### src/rtl/sms_pkg.sv
package sms_pkg;
  localparam int unsigned BYTE_W = 8;
  localparam int unsigned CNT_W  = 4;

  typedef enum logic [3:0] {
    ST_IDLE,
    ST_DEV,
    ST_DEV_ACK,
    ST_WADR,
    ST_WADR_ACK,
    ST_WDAT,
    ST_WDAT_ACK,
    ST_RDAT,
    ST_RACK,
    ST_HOLD
  } sms_state_e;
endpackage

### src/rtl/sms_line_sync.sv
module sms_line_sync #(
  parameter int unsigned STAGES = 2
) (
  input  logic clk,
  input  logic rst_n,
  input  logic scl_i,
  input  logic sda_i,
  output logic scl_lvl,
  output logic sda_lvl,
  output logic scl_rise,
  output logic scl_fall,
  output logic ev_start,
  output logic ev_stop
);
  // STAGES synchronizer flops plus one history flop per line
  logic [STAGES:0] scl_sh;
  logic [STAGES:0] sda_sh;

  always_ff @(posedge clk or negedge rst_n) begin
    if (!rst_n) begin
      scl_sh <= '1;
      sda_sh <= '1;
    end else begin
      scl_sh <= {scl_sh[STAGES-1:0], scl_i};
      sda_sh <= {sda_sh[STAGES-1:0], sda_i};
    end
  end

  assign scl_lvl  = scl_sh[STAGES-1];
  assign sda_lvl  = sda_sh[STAGES-1];
  assign scl_rise = scl_sh[STAGES-1] & ~scl_sh[STAGES];
  assign scl_fall = ~scl_sh[STAGES-1] & scl_sh[STAGES];
  assign ev_start = scl_sh[STAGES-1] & scl_sh[STAGES] & sda_sh[STAGES] & ~sda_sh[STAGES-1];
  assign ev_stop  = scl_sh[STAGES-1] & scl_sh[STAGES] & ~sda_sh[STAGES] & sda_sh[STAGES-1];
endmodule

### src/rtl/sms_shift8.sv
module sms_shift8 #(
  parameter int unsigned W = 8
) (
  input  logic         clk,
  input  logic         rst_n,
  input  logic         load_en,
  input  logic [W-1:0] load_val,
  input  logic         shift_en,
  input  logic         shift_in,
  output logic [W-1:0] q
);
  logic [W-1:0] q_d;

  always_comb begin
    q_d = q;
    if (load_en)       q_d = load_val;
    else if (shift_en) q_d = {q[W-2:0], shift_in};
  end

  always_ff @(posedge clk or negedge rst_n) begin
    if (!rst_n) q <= '0;
    else if (load_en || shift_en) q <= q_d;
  end
endmodule

### src/rtl/sms_addr_ctr.sv
module sms_addr_ctr #(
  parameter int unsigned ADDR_W = 8
) (
  input  logic              clk,
  input  logic              rst_n,
  input  logic              load,
  input  logic [ADDR_W-1:0] load_val,
  input  logic              inc,
  output logic [ADDR_W-1:0] addr
);
  logic [ADDR_W-1:0] addr_d;

  always_comb begin
    addr_d = addr;
    if (load)     addr_d = load_val;
    else if (inc) addr_d = addr + ADDR_W'(1);   // natural wrap at the top
  end

  always_ff @(posedge clk or negedge rst_n) begin
    if (!rst_n) addr <= '0;
    else if (load || inc) addr <= addr_d;
  end
endmodule

### src/rtl/serial_mem_slave.sv
module serial_mem_slave
  import sms_pkg::*;
#(
  parameter logic [6:0]  DEV_ID      = 7'h50,
  parameter int unsigned ADDR_W      = 8,
  parameter int unsigned SYNC_STAGES = 2
) (
  input  logic              clk,
  input  logic              rst_n,
  input  logic              scl_i,
  input  logic              sda_i,
  output logic              sda_oe,
  input  logic              nv_busy,
  output logic [ADDR_W-1:0] mem_addr,
  input  logic [7:0]        mem_rdata,
  output logic              wr_req,
  output logic [ADDR_W-1:0] wr_addr,
  output logic [7:0]        wr_data,
  output logic              nv_start
);
  localparam logic [CNT_W-1:0] BITS_FULL = CNT_W'(BYTE_W);
  localparam logic [CNT_W-1:0] TX_LAST   = CNT_W'(BYTE_W - 1);

  logic scl_lvl, sda_lvl, scl_rise, scl_fall, ev_start, ev_stop;

  sms_line_sync #(.STAGES(SYNC_STAGES)) u_sync (
    .clk(clk), .rst_n(rst_n), .scl_i(scl_i), .sda_i(sda_i),
    .scl_lvl(scl_lvl), .sda_lvl(sda_lvl), .scl_rise(scl_rise),
    .scl_fall(scl_fall), .ev_start(ev_start), .ev_stop(ev_stop)
  );

  sms_state_e       state_q, state_d;
  logic [CNT_W-1:0] bitcnt_q, bitcnt_d;
  logic             oe_q, oe_d;
  logic             rw_q, rw_d;
  logic             mack_q, mack_d;
  logic             loaded_q, loaded_d;
  logic             wr_req_q, wr_req_d;
  logic             nv_start_q, nv_start_d;
  logic [ADDR_W-1:0] wr_addr_q;
  logic [7:0]        wr_data_q;

  logic             sh_load, sh_shift;
  logic [7:0]       sh_q;
  logic             addr_load, addr_inc;
  logic [ADDR_W-1:0] addr_q;

  logic rx_state, rx_bit, rx_done, id_match;

  sms_shift8 #(.W(BYTE_W)) u_shift (
    .clk(clk), .rst_n(rst_n), .load_en(sh_load), .load_val(mem_rdata),
    .shift_en(sh_shift), .shift_in(sda_lvl), .q(sh_q)
  );

  sms_addr_ctr #(.ADDR_W(ADDR_W)) u_ctr (
    .clk(clk), .rst_n(rst_n), .load(addr_load), .load_val(sh_q[ADDR_W-1:0]),
    .inc(addr_inc), .addr(addr_q)
  );

  assign rx_state = (state_q == ST_DEV) || (state_q == ST_WADR) || (state_q == ST_WDAT);
  assign rx_bit   = rx_state && scl_rise && (bitcnt_q != BITS_FULL);
  assign rx_done  = rx_state && scl_fall && (bitcnt_q == BITS_FULL);
  assign id_match = (sh_q[7:1] == DEV_ID);

  // next-state logic
  always_comb begin
    state_d    = state_q;
    bitcnt_d   = bitcnt_q;
    oe_d       = oe_q;
    rw_d       = rw_q;
    mack_d     = mack_q;
    loaded_d   = loaded_q;
    wr_req_d   = 1'b0;
    nv_start_d = 1'b0;
    sh_load    = 1'b0;
    sh_shift   = 1'b0;
    addr_load  = 1'b0;
    addr_inc   = 1'b0;

    if (ev_start) begin
      state_d  = ST_DEV;
      bitcnt_d = '0;
      oe_d     = 1'b0;
      loaded_d = 1'b0;
    end else if (ev_stop) begin
      state_d    = ST_IDLE;
      bitcnt_d   = '0;
      oe_d       = 1'b0;
      loaded_d   = 1'b0;
      nv_start_d = loaded_q;
    end else begin
      if (rx_bit) begin
        sh_shift = 1'b1;
        bitcnt_d = bitcnt_q + CNT_W'(1);
      end
      if (rx_done) bitcnt_d = '0;

      unique case (state_q)
        ST_DEV: begin
          if (rx_done) begin
            if (id_match && !nv_busy) begin
              state_d = ST_DEV_ACK;
              oe_d    = 1'b1;
              rw_d    = sh_q[0];
            end else begin
              state_d = ST_IDLE;
            end
          end
        end
        ST_DEV_ACK: begin
          if (scl_fall) begin
            if (rw_q) begin
              sh_load  = 1'b1;
              addr_inc = 1'b1;
              oe_d     = ~mem_rdata[7];
              bitcnt_d = '0;
              state_d  = ST_RDAT;
            end else begin
              oe_d    = 1'b0;
              state_d = ST_WADR;
            end
          end
        end
        ST_WADR: begin
          if (rx_done) begin
            addr_load = 1'b1;
            oe_d      = 1'b1;
            state_d   = ST_WADR_ACK;
          end
        end
        ST_WADR_ACK: begin
          if (scl_fall) begin
            oe_d    = 1'b0;
            state_d = ST_WDAT;
          end
        end
        ST_WDAT: begin
          if (rx_done) begin
            oe_d     = 1'b1;
            wr_req_d = 1'b1;
            addr_inc = 1'b1;
            loaded_d = 1'b1;
            state_d  = ST_WDAT_ACK;
          end
        end
        ST_WDAT_ACK: begin
          if (scl_fall) begin
            oe_d    = 1'b0;
            state_d = ST_WDAT;
          end
        end
        ST_RDAT: begin
          if (scl_fall) begin
            if (bitcnt_q == TX_LAST) begin
              oe_d     = 1'b0;
              bitcnt_d = '0;
              state_d  = ST_RACK;
            end else begin
              sh_shift = 1'b1;
              oe_d     = ~sh_q[6];
              bitcnt_d = bitcnt_q + CNT_W'(1);
            end
          end
        end
        ST_RACK: begin
          if (scl_rise) mack_d = ~sda_lvl;
          if (scl_fall) begin
            if (mack_q) begin
              sh_load  = 1'b1;
              addr_inc = 1'b1;
              oe_d     = ~mem_rdata[7];
              bitcnt_d = '0;
              state_d  = ST_RDAT;
            end else begin
              state_d = ST_HOLD;
            end
          end
        end
        default: ;
      endcase
    end
  end

  // registers
  always_ff @(posedge clk or negedge rst_n) begin
    if (!rst_n) begin
      state_q    <= ST_IDLE;
      bitcnt_q   <= '0;
      oe_q       <= 1'b0;
      rw_q       <= 1'b0;
      mack_q     <= 1'b0;
      loaded_q   <= 1'b0;
      wr_req_q   <= 1'b0;
      nv_start_q <= 1'b0;
    end else begin
      state_q    <= state_d;
      bitcnt_q   <= bitcnt_d;
      oe_q       <= oe_d;
      rw_q       <= rw_d;
      mack_q     <= mack_d;
      loaded_q   <= loaded_d;
      wr_req_q   <= wr_req_d;
      nv_start_q <= nv_start_d;
    end
  end

  always_ff @(posedge clk or negedge rst_n) begin
    if (!rst_n) begin
      wr_addr_q <= '0;
      wr_data_q <= '0;
    end else if (wr_req_d) begin
      wr_addr_q <= addr_q;
      wr_data_q <= sh_q;
    end
  end

  assign sda_oe   = oe_q;
  assign mem_addr = addr_q;
  assign wr_req   = wr_req_q;
  assign wr_addr  = wr_addr_q;
  assign wr_data  = wr_data_q;
  assign nv_start = nv_start_q;
endmodule

### config.mk
export PLATFORM = sky130hd
export DESIGN_NAME = serial_mem_slave
export DESIGN_NICKNAME = d
export VERILOG_FILES = /design/src/rtl/sms_pkg.sv /design/src/rtl/sms_line_sync.sv /design/src/rtl/sms_shift8.sv /design/src/rtl/sms_addr_ctr.sv /design/src/rtl/serial_mem_slave.sv
export SDC_FILE = /design/constraint.sdc
export NUM_CORES = 1
export LEC_CHECK = 0
export BUFFER_PORTS_ARGS = -buffer_cell sky130_fd_sc_hd__buf_2
export CAP_MARGIN = 20
export CORE_MARGIN = 2
export CORE_UTILIZATION = 50
export CTS_CLUSTER_DIAMETER = 60
export DETAILED_ROUTE_END_ITERATION = 8
export GPL_ROUTABILITY_DRIVEN = 0
export PLACE_DENSITY = 0.74
export SYNTH_ARGS = -nofsm -noshare
export SYNTH_HDL_FRONTEND = slang
export SYNTH_SLANG_ARGS = --single-unit
### constraint.sdc
create_clock -name clk -period 2.2 [get_ports clk]
set_input_delay 0.22 -clock clk [delete_from_list [all_inputs] [get_ports clk]]
set_output_delay 0.22 -clock clk [all_outputs]
set_load 0.005 [all_outputs]
==> run metrics <==
slowest stage delay, CP=0.59 ns; Reg2Reg Depth=6; reg2reg start=state_q[2]$_DFFE_PN0P_; total number of vias=2,471; post-route clock period utilization=97.1%; fin. max-slew vios=0; effective utilization at floorplan=51.0%; top_reg_cell synth=dfrtp_1; crit end category=flop; Crit path arrival time=2.33 ns; multi-input logic area=1350 um^2; Post-synth EDFFs=0; Tmin final=2.14 ns; Sinks on Clock Net=52; worst min path class=input port to flop; mapped cell area=2780 um^2; Area Overhead vs Synth=18.0%; RR Endpoint=u_shift.q[2]$_DFFE_PN0P_; worst-path cell chain=or4b_1 -> o31a_4 -> o41ai_4 -> buf_12 -> nor3b_1 -> a221o_1; status=finished clean; total leakage power=1.61 nW; Pwr Density=825 nW/um^2; Hold Crit Start=mem_rdata[3]; Routed Antenna Nets=0; Synth Warn #=0; Synth Register Bits=52; setup bufs post-CTS=0; Data required, critical path=2.40 ns; maximum VDD drop=637 uV; Core ar.=5440 um^2; Die Span X=78.5 um; first-pass GRT wire length=11,000 um; die area=6160 um^2; storage element area=1310 um^2; Worst Max-Slew Pin Slew=0.624 ns; FMAX=468 MHz; IO Count=40; CP max stage cell=or4b_1; worst skew pair latency=0.31 ns; Syn Nets=317; die height=78.5 um; final hold violations=0; Synth cell types=59; highest net fanout along the worst path=15; number of setup violations in the final report=0; MaxCap Viol Count=0; DR vias/cell=5.80; post-synthesis sequential area ratio=47.2%; Post-Route WL=6650 um; CTS root buffer=clkbuf_8; CTS tree=done; DR iter-0 viols=198; overall routing resource usage=22.8%; vias in the first global route=2,195; Clock transition at path regs=0.09 ns; largest net degree at the start of global routing=22; setup TNS=0 ns; Clock H-tree levels=2; R2R Setup Slk=0.06 ns; Max-slew headroom=57.9%; CP top delay family=compound AO/OA/AOI/OAI gates; CTS Buf Count=5; RSZ-0062 raised after global routing=no; Port Buffers=39; fraction of layout cells with a size suffix above 1=22.0%; ant diodes=0; initial antenna violation count=0; Critical Setup Path Class=flop to flop; syn_area_per_cell=9.22 um^2; Max Root-Sink Buffers=2; drt pass-1 iters=5; final core area utilization=60.2%; clock skew=0.0103 ns; Min-Delay Path Depth=2; commonest cells after routing, fill and taps aside=nand2_1 (72), dfrtp_1 (46), buf_2 (39), buf_4 (18), o21ai_0 (16); Residual DRC=0; FILL cells=473; GRT overflow=0; nature of the critical path startpoint=flop; number of nets in the layout=369; Gate Count Post-Synth=301; post-synthesis async set-or-reset flop share=100%; Rows=27; wire length per cell=15.6 um; dpl hpwl=4910 um; hold endpoint=u_shift.q[3]$_DFFE_PN0P_; commonest non-fill, non-tap cell in the layout=nand2_1; Buf/Inv on CP=1
==> cell type report <==
| cell class | count | area share [%] |
|---|---|---|
| Tap cell | 72 | 2.75 |
| Timing Repair Buffer | 61 | 11.6 |
| Clock buffer | 6 | 2.22 |
| Sequential cell | 52 | 40.0 |
| Multi-Input combinational cell | 224 | 41.3 |
| Clock inverter | 2 | 1.18 |
| Inverter | 9 | 1.03 |
==> metrics by stage <==
step | hold slack [ns] | cell area (um^2) | total power (W) | setup slack (ns) | std cells
after floorplan | -0.0756 | 2780 | 0.00177 | -0.0458 | 301
after global placement | 0.181 | 3130 | 0.00201 | 0.128 | 415
after detailed placement | 0.181 | 3130 | 0.00205 | 0.0678 | 415
after CTS | 0.00230 | 3250 | 0.00270 | 0.0410 | 424
after global routing | 0.136 | 3280 | 0.00285 | 0.0102 | 426
final | 0.150 | 3280 | 0.00270 | 0.0644 | 426
==> cell usage after synthesis, drive strengths merged, types with 4 or more instances <==
cell type  count  area share, %
nor3           4           0.72
a221o          7            2.5
nand3b         5            1.4
inv            9            1.2
nor3b          9            2.4
a21oi          9            1.6
nor2b          4           0.90
nor2          14            1.9
clkbuf        11            1.7
buf            5            1.3
dfstp          6            5.7
o21ai         18            3.2
nand2b         7            1.6
o211ai         6            1.6
xor2           4            1.3
nand3          8            1.4
nand2         72            9.7
dfrtp         46             41
==> cells by family (layout without fill, tap and decap cells) <==
family | Yosys count | in the layout | synth area share (%)
AO/OA/AOI/OAI | 66 | 66 | 17.9
XOR/XNOR | 5 | 5 | 1.58
adder cells (fa/ha/maj) | 3 | 3 | 1.35
buffers and inverters | 25 | 78 | 4.19
flip-flops | 52 | 52 | 47.2
multiplexers | 4 | 4 | 1.49
AND/OR/NAND/NOR | 146 | 146 | 26.3
==> per-layer routing <==
layer  vias to the layer above  wire, um  GRT usage, %
met4                         0       117          7.89
li1                       1178         -             -
met1                      1191      3070          32.7
met2                        88      3080          34.8
met5                         -         0             0
met3                        14       375          4.48
==> flip-flops by register name (all words and copies together), names as in the netlist, 3 cells and up <==
register / count
u_shift.q: 8
u_ctr.addr: 8
wr_data: 8
u_sync.scl_sh: 3
state_q: 4
bitcnt_q: 4
u_sync.sda_sh: 3
wr_addr: 8
==> worst max path at each step <==
| stage | slack [ns] | startpoint | endpoint | cells after the start |
|---|---|---|---|---|
| final | 0.06 | state_q[2]$_DFFE_PN0P_ | u_shift.q[2]$_DFFE_PN0P_ | 6 |
| after global routing | 0.01 | bitcnt_q[0]$_DFF_PN0_ | bitcnt_q[2]$_DFF_PN0_ | 7 |
| after CTS | 0.04 | state_q[3]$_DFFE_PN0P_ | u_shift.q[2]$_DFFE_PN0P_ | 6 |
| after detailed placement | 0.07 | state_q[2]$_DFFE_PN0P_ | u_shift.q[2]$_DFFE_PN0P_ | 6 |
| after global placement | 0.13 | u_sync.scl_sh[2]$_DFF_PN1_ | u_shift.q[0]$_DFFE_PN0P_ | 5 |
| after floorplan | -0.05 | state_q[1]$_DFFE_PN0P_ | u_shift.q[5]$_DFFE_PN0P_ | 8 |
==> power breakdown <==
group | total, W | switching (W) | internal [W]
sequential | 0.00122 | 0.000149 | 0.00107
combinational | 0.000817 | 0.000436 | 0.000382
clock | 0.000663 | 0.000319 | 0.000344
total | 0.00270 | 0.000903 | 0.00180
==> repair_timing <==
| item | in CTS | in global routing |
|---|---|---|
| resized for setup | 0 | 2 |
| endpoints found under the hold margin | 12 | 2 |
| hold buffers | 1 | 2 |
| setup endpoints to repair | 0 | 8 |
(Power assumes the default switching activity.)
